$ cat src/rtl/odt_pkg.sv
package odt_pkg;
  typedef enum logic [1:0] {
    ST_IDLE  = 2'd0,
    ST_RUN   = 2'd1,
    ST_PULSE = 2'd2,
    ST_HOLD  = 2'd3
  } tmr_state_e;
endpackage

$ cat src/rtl/edge_rise.sv
module edge_rise (
  input  logic clk_i,
  input  logic rst_ni,
  input  logic sig_i,
  output logic rise_o
);
  logic sig_q;

  always_ff @(posedge clk_i or negedge rst_ni) begin
    if (!rst_ni) sig_q <= 1'b0;
    else         sig_q <= sig_i;
  end

  assign rise_o = sig_i & ~sig_q;
endmodule

$ cat src/rtl/rst_width_filter.sv
module rst_width_filter #(
  parameter int RW_W = 8
) (
  input  logic            clk_i,
  input  logic            rst_ni,
  input  logic            tick_i,
  input  logic            req_i,
  input  logic [RW_W-1:0] min_w_i,
  output logic            fire_o
);
  logic [RW_W-1:0] held_q;

  // counts ticks of continuous request, saturating at the required width
  always_ff @(posedge clk_i or negedge rst_ni) begin
    if (!rst_ni)                         held_q <= '0;
    else if (!req_i)                     held_q <= '0;
    else if (tick_i && held_q < min_w_i) held_q <= held_q + 1'b1;
  end

  assign fire_o = req_i && (held_q >= min_w_i);

  assert_short_req_R8: assert property (@(posedge clk_i) disable iff (!rst_ni)
    ($rose(req_i) && min_w_i != '0) |-> !fire_o);
endmodule

$ cat src/rtl/on_delay_timer.sv
module on_delay_timer #(
  parameter int CNT_W = 16,
  parameter int RW_W  = 8
) (
  input  logic             clk_i,
  input  logic             rst_ni,
  input  logic             tick_i,
  input  logic             start_i,
  input  logic             gate_i,
  input  logic             reset_i,
  input  logic             count_down_i,
  input  logic [CNT_W-1:0] period_i,
  input  logic [CNT_W-1:0] width_i,
  input  logic [RW_W-1:0]  rst_width_i,
  output logic [CNT_W-1:0] pv_o,
  output logic             running_o,
  output logic             out_o
);
  import odt_pkg::*;

  localparam logic [CNT_W:0] ONE_X = (CNT_W+1)'(1);

  tmr_state_e       state_q, state_d;
  logic [CNT_W-1:0] cnt_q, cnt_d, ocnt_q, ocnt_d;
  logic [CNT_W-1:0] sv_q, sv_d, tout_q, tout_d;
  logic [RW_W-1:0]  rtsr_q, rtsr_d;
  logic [CNT_W:0]   cnt_nx, ocnt_nx;
  logic             start_rise, rst_ok;

  edge_rise u_start_edge (
    .clk_i  (clk_i),
    .rst_ni (rst_ni),
    .sig_i  (start_i),
    .rise_o (start_rise)
  );

  rst_width_filter #(.RW_W(RW_W)) u_rst_filt (
    .clk_i   (clk_i),
    .rst_ni  (rst_ni),
    .tick_i  (tick_i),
    .req_i   (reset_i),
    .min_w_i (rtsr_q),
    .fire_o  (rst_ok)
  );

  assign cnt_nx  = {1'b0, cnt_q} + ONE_X;
  assign ocnt_nx = {1'b0, ocnt_q} + ONE_X;

  always_comb begin
    state_d = state_q;
    cnt_d   = cnt_q;
    ocnt_d  = ocnt_q;
    sv_d    = sv_q;
    tout_d  = tout_q;
    rtsr_d  = rtsr_q;
    if (rst_ok) begin
      state_d = ST_IDLE;
      cnt_d   = '0;
      ocnt_d  = '0;
    end else begin
      unique case (state_q)
        ST_IDLE: begin
          if (start_rise && !reset_i) begin
            state_d = ST_RUN;
            cnt_d   = '0;
            sv_d    = period_i;
            tout_d  = width_i;
            rtsr_d  = rst_width_i;
          end
        end
        ST_RUN: begin
          if (tick_i && !gate_i) begin
            if (cnt_nx >= {1'b0, sv_q}) begin
              cnt_d   = sv_q;
              ocnt_d  = '0;
              state_d = (tout_q == '0) ? ST_HOLD : ST_PULSE;
            end else begin
              cnt_d = cnt_nx[CNT_W-1:0];
            end
          end
        end
        ST_PULSE: begin
          if (tick_i) begin
            if (ocnt_nx >= {1'b0, tout_q}) begin
              state_d = ST_IDLE;
              cnt_d   = '0;
            end else begin
              ocnt_d = ocnt_nx[CNT_W-1:0];
            end
          end
        end
        default: ;  // ST_HOLD: latched until cleared
      endcase
    end
  end

  always_ff @(posedge clk_i or negedge rst_ni) begin
    if (!rst_ni) begin
      state_q <= ST_IDLE;
      cnt_q   <= '0;
      ocnt_q  <= '0;
      sv_q    <= '0;
      tout_q  <= '0;
      rtsr_q  <= '0;
    end else begin
      state_q <= state_d;
      cnt_q   <= cnt_d;
      ocnt_q  <= ocnt_d;
      sv_q    <= sv_d;
      tout_q  <= tout_d;
      rtsr_q  <= rtsr_d;
    end
  end

  assign running_o = (state_q == ST_RUN);
  assign out_o     = (state_q == ST_PULSE) || (state_q == ST_HOLD);
  assign pv_o      = count_down_i ? (sv_q - cnt_q) : cnt_q;

  assert_gate_freeze_R6: assert property (@(posedge clk_i) disable iff (!rst_ni)
    (state_q == ST_RUN && gate_i && !rst_ok) |=> (state_q == ST_RUN && cnt_q == $past(cnt_q)));
  assert_idle_tick_R13: assert property (@(posedge clk_i) disable iff (!rst_ni)
    (state_q == ST_RUN && !tick_i && !rst_ok) |=> (cnt_q == $past(cnt_q)));
  assert_reset_clear_R7: assert property (@(posedge clk_i) disable iff (!rst_ni)
    rst_ok |=> (!out_o && !running_o));
  assert_start_block_R9: assert property (@(posedge clk_i) disable iff (!rst_ni)
    (state_q == ST_IDLE && reset_i) |=> !running_o);
  assert_latch_hold_R4: assert property (@(posedge clk_i) disable iff (!rst_ni)
    (state_q == ST_HOLD && !rst_ok) |=> out_o);
  assert_run_bound_R2: assert property (@(posedge clk_i) disable iff (!rst_ni)
    running_o |-> (cnt_q < sv_q));
  assert_out_from_run_R2: assert property (@(posedge clk_i) disable iff (!rst_ni)
    $rose(out_o) |-> $past(running_o));
endmodule

$ cat config.mk
export PLATFORM = sky130hd
export DESIGN_NAME = on_delay_timer
export DESIGN_NICKNAME = d
export VERILOG_FILES = /design/src/rtl/odt_pkg.sv /design/src/rtl/edge_rise.sv /design/src/rtl/rst_width_filter.sv /design/src/rtl/on_delay_timer.sv
export SDC_FILE = /design/constraint.sdc
export NUM_CORES = 1
export LEC_CHECK = 0
export BUFFER_PORTS_ARGS = -buffer_cell sky130_fd_sc_hd__buf_4
export CAP_MARGIN = 20
export CORE_MARGIN = 2
export CORE_UTILIZATION = 65
export CTS_BUF_LIST = sky130_fd_sc_hd__clkbuf_16
export CTS_CLUSTER_DIAMETER = 120
export DETAILED_ROUTE_END_ITERATION = 8
export PLACE_DENSITY_LB_ADDON = 0.1
export SLEW_MARGIN = 0
export SYNTH_ARGS = -nofsm -noshare
export SYNTH_HDL_FRONTEND = slang
export SYNTH_SLANG_ARGS = --single-unit
export TNS_END_PERCENT = 5
$ cat constraint.sdc
create_clock -name clk_i -period 8.9 [get_ports clk_i]
set_input_delay 0.89 -clock clk_i [delete_from_list [all_inputs] [get_ports clk_i]]
set_output_delay 0.89 -clock clk_i [all_outputs]
set_load 0.02 [all_outputs]
# Word level (Yosys, flattened, before mapping)
# Cells that the tools add are included.
word_totals:
  input_bits: 47
  wordCells: 68
  latchBits: 0
  mem_count: 0
  register_bits: 83
  output_inout_bits: 18
  mem_bits_ro: 0
  ramBits: 0
op_classes:
  mux: 24
  reduce_logical: 15
  div: 0
  bitwise: 3
  n_mul: 0
  n_eq_ne: 10
  add_sub_neg: 4
  order_cmp: 4
  shifts: 0
ops:
  columns: ["op", "n"]
  rows:
  - ["16-bit 2-to-1 mux", 12]
  - ["16-bit case mux with 3 select lines", 1]
  - ["16-bit by 1-bit adder with 17-bit output, second input constant", 2]
  - ["17-bit by 16-bit greater-or-equal comparator with 1-bit output", 2]
  - ["16-bit case mux with 2 select lines", 1]
  - ["16-bit zero test", 1]
  - ["8-bit 2-to-1 mux", 2]
  - ["16-bit subtractor", 1]
  - ["2-bit 2-to-1 mux", 6]
  - ["3-bit inequality test, second input constant", 4]
  - ["5-bit AND reduction", 2]
  - ["8-bit by 1-bit adder with 8-bit output, second input constant", 1]
  - ["8-bit greater-or-equal comparator", 1]
  - ["8-bit < comparator", 1]
  - ["3-bit by 1-bit inequality test with 1-bit output, second input constant", 2]
  - ["2-bit case mux with 3 select lines", 1]
  - ["6-bit AND reduction", 1]
  - ["2-bit equality test, second input constant", 2]
  - ["1-bit logical AND", 4]
  - ["4-bit nonzero test", 1]
  - ["3-bit AND reduction", 1]
  - ["3-bit nonzero test", 1]
  - ["2-bit by 1-bit equality test with 1-bit output, second input constant", 1]
  - ["1-bit zero test", 2]
  - ["other kinds (6)", 7]

# Depth between registers and ports, before layout
# Gate-level depths: netlist of run 1.
depth:
  word_depth: 6
  depth_mapped: 16
  ltp_nobuf: 13

# Cells and area by module
# Synthesis of run 1 repeated with hierarchy kept, for this count alone.
unflattened:
  hier_cells: 697
  hier_area_um2: 6038.3
modules_own_cells:
  columns: ["mod", "instances", "area_per_inst_um2", "cells_each", "seq_area_each_um2"]
  rows:
  - ["on_delay_timer", 1, 5335.1, 623, 1851.8]
  - ["rst_width_filter", 1, 664.4, 72, 200.2]
  - ["edge_rise", 1, 38.8, 2, 25.0]

# Worst setup path before layout of run 1
# Ideal clock, no wire load.
synth_path:
  path_type: "reg2out"
  start: "reg cnt_q[2]"
  end: "out pv_o[14]"
  t_required_ns: 8.010
  path_buffers: 0
  slack_ns: 5.436
  arrival_ns: 2.574
  path_stages_with_launch: 9
  path_cell_list: "dfrtp_1 -> inv_1 -> ha_1 -> nor2b_1 -> o31a_1 -> o31a_1 -> o21bai_1 -> a21oi_1 -> o311ai_0"
synth_between:
  elab_chain_cells: 2
synth_rtl:
  columns: ["item", "line", "text"]
  rows:
  - ["start: declaration", "on_delay_timer.sv:24", "logic [CNT_W-1:0] cnt_q, cnt_d, ocnt_q, ocnt_d;"]
  - ["start signal: assignment", "on_delay_timer.sv:107", "cnt_q <= cnt_d;"]
  - ["16-bit subtractor", "on_delay_timer.sv:117", "assign pv_o = count_down_i ? (sv_q - cnt_q) : cnt_q;"]
  - ["16-bit 2-to-1 mux", "on_delay_timer.sv:117", null]
  - ["end: declaration", "on_delay_timer.sv:15", "output logic [CNT_W-1:0] pv_o,"]
# Every way passes these cells.

# Worst setup path after layout of run 1
layout_path:
  start: "reg ocnt_q[0]"
  end: "reg ocnt_q[15]"
layout_between:
  elab_chain_cells: 5
  word_cells_on_any_way: 8
  classes_between: "1 x add/sub; 1 x order compare; 1 x eq/ne; 4 x mux; 1 x reduce/logical"
layout_rtl:
  columns: ["item", "line", "text"]
  rows:
  - ["start: declaration", "on_delay_timer.sv:24", null]
  - ["start signal: assignment", "on_delay_timer.sv:108", "ocnt_q <= ocnt_d;"]
  - ["16-bit by 1-bit adder with 17-bit output *", "on_delay_timer.sv:47", "assign ocnt_nx = {1'b0, ocnt_q} + ONE_X;"]
  - ["parallel branches: the longest is 4 deep, another holds 17-bit by 16-bit greater-or-equal comparator with 1-bit output", null, null]
# Mark *: on every way between the ends. The select of a mux whose other input is x is not followed.
# A chain may end at the register's enable or synchronous reset.

==> impl_metrics.csv, run 1 <==
group,metric,value,unit
placed_design,place_ws,4.62,ns
worst_setup_path,cp_top_family,"simple AND/OR/NAND/NOR gates",
drt,viasPerCell,6.04,
sta,postLayoutSetupSlackWorst,4.49,ns
drt,routed_wl,14500,um
grt,antenna_found_initial,0,
cts,post_cts_buffers,0,
pwr,ir_drop,0.173,mV
floorplan,core,9280,um2
layout,fin_cells,877,
worst_setup_path,slowest_stage,"and2_1",
drt,drtIter0Drc,254,
logic_synthesis,syn_avg_cell_area,9.08,um2
layout,diodes,0,
layout,nNetsFinal,849,
sta,fin_skew,0.0109,ns
worst_setup_path,path_cells,"ha_1 > nand4_1 > nor4_1 > and3_1 > xor2_1 > ha_1 > a2111oi_2 > a31oi_2 > o31ai_1 > and2_1 > mux2i_1",
floorplan,initial_core_util,67.4,%
placed_design,place_hpwl,10700,um
cts,cts_max_level,3,
pwr,intPower,1.35,mW
logic_synthesis,synthArstFlopShare,100,%
sta,slew_headroom,33.4,%
hold_path,min_path_cells,1,
worst_setup_path,rr_worst_depth,11,
layout,layout_commonest_cell,"dfrtp_1",
cts,cts_resized,0,
floorplan,rows,35,
worst_setup_path,worstSetupPathType,"reg2reg",
layout,utilization,76.8,%
worst_setup_path,critical_path_arrival,4.65,ns
worst_setup_path,critPathMaxFanout,16,
drt,drc,0,
sta,rsz0062_at_grt,"false",
hold_path,min_from,"rtsr_q[3]",
placed_design,dpl.cell_count,860,
layout,area_growth,13.9,%
floorplan,die_w,102,um
sta,period_minus_slack,4.41,ns
pwr,power,2.44,mW
layout,drive_gt1_share,18.4,%
cts,cts.sinks,83,
logic_synthesis,synth-seq-area-share,33.2,%
worst_setup_path,end_kind,"flop",
cts,postCtsHoldBufs,0,
worst_setup_path,cp_slowest_stage_delay,0.78,ns
drt,vias,5299,
placed_design,port_buffers,64,
placed_design,dpl-instance-area,6810,um2
sta,timing.hold.ws,0.509,ns
sta,finalCritPeriodShare,49.6,%
cts,cts-root-buf,"clkbuf_16",
floorplan,io-pin-count,65,
worst_setup_path,required,9.14,ns
pwr,p_clk_share,15.0,%
sta,tns,0,ns
hold_path,hold_class,"reg2reg",
pwr,comb_power_share,59.0,%
pwr,sw_frac_of_total,44.7,%
cts,clk_pin_slew,0.06,ns
grt,first_global_vias,5123,
logic_synthesis,netlist_instances,689,
drt,ant_nets,0,
grt,grt_max_degree,84,
logic_synthesis,yosysWarningCount,0,
worst_setup_path,worstReg2RegStart,"ocnt_q[0]",
drt,drt_pass1_iterations,6,
sta,fmax,227,MHz
cts,cts_tree,"built",
sta,drv_slew,0,
drt,routedWlPerCell,16.6,um
job,maxCapViolations,0,
worst_setup_path,path_common_cell,"ha_1",
grt,grt_use_total,28.6,%
worst_setup_path,reg2reg_slack,4.49,ns
logic_synthesis,syn_area,6260,um2
grt,grt_pass1_wl,23700,um
floorplan,die_y,102,um
cts,cts_max_path_buffers,2,
pwr,leakage,3.27,nW
logic_synthesis,syn_nets,795,
cts,cts_buffers,9,
floorplan,die_area,10400,um2
placed_design,place.gp.congestion,0.888,
worst_setup_path,rr_endpoint,"ocnt_q[15]",
worst_setup_path,cp-start-kind,"flop",
pwr,p_per_area,342,nW/um2
pwr,seqPwrFrac,26.0,%
pwr,power_switching,1.09,mW
worst_setup_path,path_buf_inv,0,
cts,insertion_delay,0.33,ns
logic_synthesis,ys_seq_elements,83,
sta,setup_violations,0,
grt,overflow,0,
layout,design_area,7130,um2
hold_path,hold-path-endpoint,"rtsr_q[3]",
logic_synthesis,ys_types,71,
layout,layout_common_cells,"dfrtp_1, inv_1, buf_4",
logic_synthesis,synth_top_flop_cell,"dfrtp_1",
outcome,status,"completed",
logic_synthesis,synth-edff-count,0,
sta,worst_slew_pin_slew,1.00,ns
sta,hold_viol_final,0,
==> cells in the mapped netlist (2+ instances only) <==
cell | number | area, um2
o21a_1 | 11 | 82.6
inv_1 | 66 | 248
dfrtp_1 | 83 | 2080
buf_2 | 3 | 15.0
and4_1 | 2 | 17.5
nor3_1 | 13 | 65.1
ha_1 | 58 | 726
o22ai_1 | 3 | 18.8
nor4_1 | 8 | 50.1
nor2b_1 | 8 | 50.1
o211ai_1 | 3 | 22.5
o31a_1 | 3 | 26.3
a22oi_1 | 5 | 37.5
o21bai_1 | 3 | 22.5
a31oi_1 | 4 | 25.0
clkbuf_1 | 14 | 52.6
a21o_1 | 5 | 37.5
a31o_2 | 4 | 35.0
a211oi_1 | 2 | 15.0
nand2_1 | 60 | 225
mux2_2 | 41 | 462
nand4_1 | 13 | 81.3
and3_1 | 5 | 31.3
and2_1 | 7 | 43.8
a22o_1 | 3 | 26.3
o2bb2ai_1 | 5 | 43.8
nand3_1 | 31 | 155
nor2_1 | 42 | 158
a21oi_1 | 36 | 180
o21ai_0 | 23 | 115
nand2b_1 | 6 | 37.5
mux2i_1 | 20 | 200
a221oi_1 | 2 | 17.5
o31ai_1 | 12 | 90.1
or3_1 | 4 | 25.0
buf_1 | 5 | 18.8
xor2_1 | 7 | 61.3
o21ai_1 | 2 | 10.0
xnor2_1 | 33 | 289
o32ai_1 | 3 | 26.3
==> final cells by class <==
class | count | area, um2
Multi-Input combinational cell | 515 | 3830
Fill cell | 671 | 2160
Sequential cell | 83 | 2080
Timing Repair Buffer | 67 | 515
Inverter | 67 | 251
Clock buffer | 9 | 225
Tap cell | 129 | 161
Clock inverter | 7 | 67.6
==> kinds of logic (layout without fill, tap and decap cells) <==
logic type | count (synthesis) | after routing | share of synthesized area [%]
buffers and inverters | 91 | 150 | 5.90
adder cells (fa/ha/maj) | 59 | 59 | 11.9
multiplexers | 61 | 61 | 10.6
flip-flops | 83 | 83 | 33.2
XOR/XNOR | 40 | 40 | 5.60
AO/OA/AOI/OAI | 146 | 146 | 16.3
AND/OR/NAND/NOR | 209 | 209 | 16.5
==> worst max-delay path by stage <==
stage	from	endpoint	slack [ns]	depth (start not counted)
2_1_floorplan	cnt_q[2]	pv_o[14]	5.44	8
3_3_place_gp	ocnt_q[0]	ocnt_q[12]	4.86	11
3_5_place_dp	ocnt_q[0]	ocnt_q[6]	4.62	11
4_1_cts	ocnt_q[0]	ocnt_q[15]	4.58	11
5_1_grt	ocnt_q[0]	ocnt_q[15]	4.16	11
6_report	ocnt_q[0]	ocnt_q[15]	4.49	11
==> layer usage <==
metal  GRT usage [%]  share of wire [%]  vias to the layer above
met1            36.3                 43                     2549
li1                -                  -                     2574
met2            51.5                 51                      154
met4            8.62                1.6                        0
met5               0                  0                        -
met3            3.21                4.6                       22
==> state kept, by name (all words and copies together) (netlist names) <==
| signal | flops |
|---|---|
| cnt_q | 16 |
| ocnt_q | 16 |
| rtsr_q | 8 |
| state_q | 2 |
| sv_q | 16 |
| tout_q | 16 |
| u_rst_filt.held_q | 8 |
| u_start_edge.sig_q | 1 |
==> power by group through the flow <==
stage / combinational, mW / sequential [mW] / clock [mW]
finish: 1.44 / 0.635 / 0.365
floorplan: 1.07 / 0.588 / 0
global route: 1.59 / 0.652 / 0.384
detailed placement: 1.42 / 0.638 / 0
global placement: 1.36 / 0.628 / 0
CTS: 1.43 / 0.632 / 0.369
No activity file was read; power rests on OpenSTA's default activity.
==> inputs of run 2 (changes only) <==
- CORE_UTILIZATION: 65 -> 54
- clock period: 8.9 -> 4.05 ns (I/O delays scaled with it)
==> run 2 against run 1 <==
The run now ends with negative hold slack left. Final area grew 0.97%. Setup slack lost 4.2 ns. Global-route usage shrank 5.2 points. Clock skew shrank 0.0018 ns. Clock power grew 120%. Worst hold slack lost 0.51 ns. Critical path type unchanged.
==> impl_metrics.csv, run 2 (synthesis results as in run 1) <==
group,metric,value,unit
outcome,status,"finished, violations left",
outcome,violations,"negative hold slack",
worst_setup_path,end_kind,"flop",
sta,rsz0062_at_grt,"false",
placed_design,place_ws,0.309,ns
sta,slew_headroom,36.1,%
floorplan,rows,39,
pwr,power,5.33,mW
sta,fin_skew,0.00914,ns
cts,post_cts_buffers,0,
layout,num-fill-cells,1004,
layout,utilization,63.3,%
worst_setup_path,cp-start-kind,"flop",
cts,insertion_delay,0.34,ns
cts,postCtsHoldBufs,0,
sta,tns,0,ns
worst_setup_path,path_cells,"ha_1 > nand4_1 > nor4_1 > buf_4 > and3_1 > xor2_1 > ha_1 > nand4_1 > nor2_1 > nand2_1 > o21ai_1 > o32ai_4 > and2_1 > buf_4 > a221oi_1",
pwr,p_per_area,741,nW/um2
layout,area_growth,15.0,%
worst_setup_path,worstSetupPathType,"reg2reg",
sta,period_minus_slack,3.71,ns
layout,fin_cells,897,
floorplan,die_area,12500,um2
worst_setup_path,cp_slowest_stage_delay,0.50,ns
grt,overflow,0,
grt,grt_max_degree,84,
sta,fmax,269,MHz
worst_setup_path,slowest_stage,"o21ai_1",
drt,routedWlPerCell,15.8,um
layout,layout_commonest_cell,"dfrtp_1",
placed_design,place_hpwl,10800,um
cts,cts_tree,"built",
sta,setup_violations,0,
drt,routed_wl,14200,um
job,maxCapViolations,0,
sta,hold_viol_final,2,
drt,drtIter0Drc,262,
sta,drv_slew,0,
placed_design,place.gp.congestion,0.871,
layout,diodes,0,
grt,first_global_vias,5212,
cts,cts_max_level,3,
layout,drive_gt1_share,19.2,%
placed_design,port_buffers,64,
placed_design,dpl.cell_count,880,
cts,cts.sinks,83,
worst_setup_path,critical_path_arrival,3.94,ns
cts,clk_pin_slew,0.06,ns
drt,drc,0,
drt,ant_nets,0,
pwr,leakage,3.31,nW
grt,grt_pass1_wl,23900,um
sta,finalCritPeriodShare,91.7,%
cts,cts_buffers,9,
cts,cts_max_path_buffers,2,
drt,vias,5189,
grt,grt_use_total,23.5,%
hold_path,hold_class,"in2async",
floorplan,die_y,112,um
worst_setup_path,required,4.28,ns
sta,worst_slew_pin_slew,0.958,ns
grt,antenna_found_initial,0,
floorplan,core,11400,um2
sta,postLayoutSetupSlackWorst,0.338,ns
layout,nNetsFinal,855,
cts,cts_resized,0,
cts,cts-root-buf,"clkbuf_16",
floorplan,io-pin-count,65,
layout,layout_common_cells,"dfrtp_1, buf_4, inv_1",
floorplan,die_w,112,um
floorplan,initial_core_util,55.0,%
drt,viasPerCell,5.78,
pwr,ir_drop,0.574,mV
drt,drt_pass1_iterations,4,
sta,timing.hold.ws,-0.000709,ns
worst_setup_path,critPathMaxFanout,16,
-- run 2: cell type report --
| class | instances | area (um2) | area share (%) |
|---|---|---|---|
| Clock buffer | 9 | 225 | 3.13 |
| Clock inverter | 7 | 61.3 | 0.852 |
| Tap cell | 143 | 179 | 2.49 |
| Sequential cell | 83 | 2080 | 28.9 |
| Multi-Input combinational cell | 515 | 3830 | 53.3 |
| Inverter | 67 | 251 | 3.50 |
| Timing Repair Buffer | 73 | 568 | 7.90 |
-- run 2: final timing paths --
path	cells past startpoint	start	slack, ns	end
setup reg to reg	15	ocnt_q[0]	0.34	ocnt_q[12]
min in group clk_i	1	start_i	0.18	u_start_edge.sig_q
max in group asynchronous	2	rst_ni	3.46	sv_q[14]
hold reg to reg	1	rtsr_q[1]	0.51	rtsr_q[1]
setup / recovery	15	ocnt_q[0]	0.34	ocnt_q[12]
hold / removal	1	rst_ni	-0.0007	tout_q[4]
-- run 2: layer usage --
layer,part of all wire (%),vias up,global-route usage (%)
met4,2.3,0,8.64
met5,0,-,0
met3,3.5,25,3.48
met1,44,2464,29.5
met2,50,113,41.1
li1,-,2587,-
-- run 2: metrics by stage --
step	cell area [um2]	hold WS [ns]
2_1_floorplan	6260	0.109
3_3_place_gp	6880	0.493
3_5_place_dp	6880	0.500
4_1_cts	7160	0.172
5_1_grt	7190	0.0243
6_report	7190	-0.000709
-- run 2: worst max-delay path, delay by kind of cell (launching register included) --
family | cells | cell delay, ns
adder cells (fa/ha/maj) | 2 | 0.50
XOR/XNOR | 1 | 0.22
flip-flops | 1 | 0.41
AND/OR/NAND/NOR | 7 | 1.10
buffers and inverters | 2 | 0.39
AO/OA/AOI/OAI | 3 | 0.98
-- run 2: report_power, final --
part           internal, mW  switching [mW]  total [mW]
sequential             1.11           0.285        1.39
combinational          1.40            1.76        3.15
clock                 0.470           0.321       0.791
==> inputs of run 3 (changes only) <==
- SETUP_SLACK_MARGIN: unset -> 0.5
==> run 3 against run 2 <==
The run now ends clean. Sequential share of layout area decreased by 0.79 points. Flip-flop and latch count unchanged. Fmax increased by 6.9%. Final cell count up 1.0%. Total power is 3.1% higher. Count of clock-buffer cells in the layout unchanged. Sequential power about the same. First-iteration DRC count shrank 11%. Via count is 1.3% higher. Utilization grew 1.9 points. Largest cell class unchanged. Clock skew up 0.0018 ns. Largest power group unchanged. Worst hold slack better by 0.0042 ns.
==> impl_metrics.csv, run 3 (synthesis results as in run 1) <==
group,metric,value,unit
drt,drt-met1-wl,6500,um
cts,insertion_delay,0.34,ns
floorplan,die_w,112,um
sta,hold_viol_final,0,
cts,cts-root-buf,"clkbuf_16",
drt,routedWlPerCell,16.2,um
layout,nNetsFinal,864,
drt,routed-wl-met2,7410,um
worst_setup_path,critPathMaxFanout,16,
pwr,power,5.50,mW
layout,diodes,0,
layout,layout_commonest_cell,"dfrtp_1",
worst_setup_path,worstSetupPathType,"reg2reg",
placed_design,place_hpwl,10800,um
grt,overflow,0,
sta,rsz0062_at_grt,"true",
sta,fin_skew,0.0109,ns
floorplan,initial_core_util,55.0,%
worst_setup_path,slowest_stage,"o41a_1",
drt,drtIter0Drc,233,
layout,layout_common_cells,"dfrtp_1, buf_4, inv_1",
grt,antenna_found_initial,0,
drt,vias,5254,
placed_design,place.gp.congestion,0.871,
placed_design,port_buffers,64,
floorplan,die_y,112,um
sta,worst_slew_pin_slew,0.960,ns
cts,cts_max_path_buffers,2,
worst_setup_path,critical_path_arrival,3.72,ns
drt,viasPerCell,5.80,
floorplan,io-pin-count,65,
drt,drt_pass1_iterations,7,
floorplan,die_area,12500,um2
grt,first_global_vias,5210,
cts,cts_buffers,9,
layout,area_growth,18.4,%
outcome,status,"completed",
pwr,leakage,3.39,nW
pwr,ir_drop,0.580,mV
sta,setup_violations,0,
drt,routed_wl,14700,um
drt,drc,0,
drt,met3WireLength,519,um
sta,finalCritPeriodShare,85.8,%
worst_setup_path,path_cells,"ha_4 > and4_4 > nand4_4 > xnor2_1 > ha_1 > nand4_1 > o41a_1 > o211ai_1 > a211oi_4 > buf_4 > o32ai_4 > and2_4 > buf_12 > mux2i_1",
hold_path,hold_class,"in2async",
sta,tns,0,ns
cts,cts_max_level,3,
sta,drv_slew,0,
layout,fin_cells,906,
worst_setup_path,required,4.30,ns
layout,drive_gt1_share,22.1,%
sta,timing.hold.ws,0.00351,ns
grt,grt_max_degree,84,
floorplan,rows,39,
worst_setup_path,cp-start-kind,"flop",
placed_design,dpl.cell_count,880,
job,maxCapViolations,0,
sta,slew_headroom,36.0,%
cts,cts_tree,"built",
floorplan,core,11400,um2
sta,fmax,288,MHz
grt,grt_pass1_wl,24000,um
worst_setup_path,end_kind,"flop",
worst_setup_path,cp_slowest_stage_delay,0.44,ns
cts,cts.sinks,83,
cts,clk_pin_slew,0.06,ns
drt,ant_nets,0,
sta,period_minus_slack,3.47,ns
pwr,p_per_area,742,nW/um2
drt,routed.top_layer,"met4",
grt,grt_use_total,23.5,%
## run 3: per-layer routing
layer  global-route usage (%)  vias up
li1                         -     2610
met1                     29.5     2489
met2                     41.1      132
met3                     3.48       23
met4                     8.64        0
met5                        0        -
## run 3: layout make-up
type                    count  area [um2]
clock buffers               9         225
clock inverters             7        61.3
fillers                   979        3960
inverters                  67         251
multi-input cells         515        3940
flip-flops and latches     83        2080
well taps                 143         179
repair buffers             82         678
## run 3: power by group
part / total [mW] / switching, mW / internal, mW
Sequential: 1.40 / 0.292 / 1.11
Clock: 0.790 / 0.319 / 0.471
Combinational: 3.31 / 1.81 / 1.50
## run 3: through the flow
| step | setup slack (ns) | utilization [%] | cell area (um2) |
|---|---|---|---|
| 2_1_floorplan | 0.610 | - | 6260 |
| 3_3_place_gp | 0.415 | 60.5 | 6880 |
| 3_5_place_dp | 0.309 | 60.5 | 6880 |
| 4_1_cts | 0.486 | 63.4 | 7210 |
| 5_1_grt | 0.435 | 65.2 | 7410 |
| 6_report | 0.576 | 65.2 | 7410 |
## run 3: what timing repair did
| action | in CTS | in global routing |
|---|---|---|
| pin swaps | 0 | 7 |
| cloned | 0 | 1 |
| endpoints found under the hold margin | 0 | 0 |
| resized for setup | 9 | 21 |
| buffers inserted | 0 | 8 |
| setup endpoints to repair | 24 | 34 |
| hold buffers | 0 | 0 |
## run 3: critical path, delay by kind of cell (launching register included)
kind / cells / cell delay [ns]
AOI/OAI and AO/OA: 4 / 1.00
xor gates and xnor gates: 1 / 0.17
adders and majority gates: 2 / 0.48
buffers and inverters: 2 / 0.33
DFF: 1 / 0.43
muxes: 1 / 0.20
and+or+nand+nor: 4 / 0.76
## run 3: worst paths after layout
check,slack (ns),from,end,cells after the start
max,0.58,cnt_q[1],ocnt_q[5],14
max reg2reg,0.58,cnt_q[1],ocnt_q[5],14
min reg2reg,0.51,rtsr_q[1],rtsr_q[1],1
min in group clk_i,0.18,start_i,u_start_edge.sig_q,1
max in group asynchronous,3.44,rst_ni,ocnt_q[2],2
min,0.004,rst_ni,tout_q[4],1
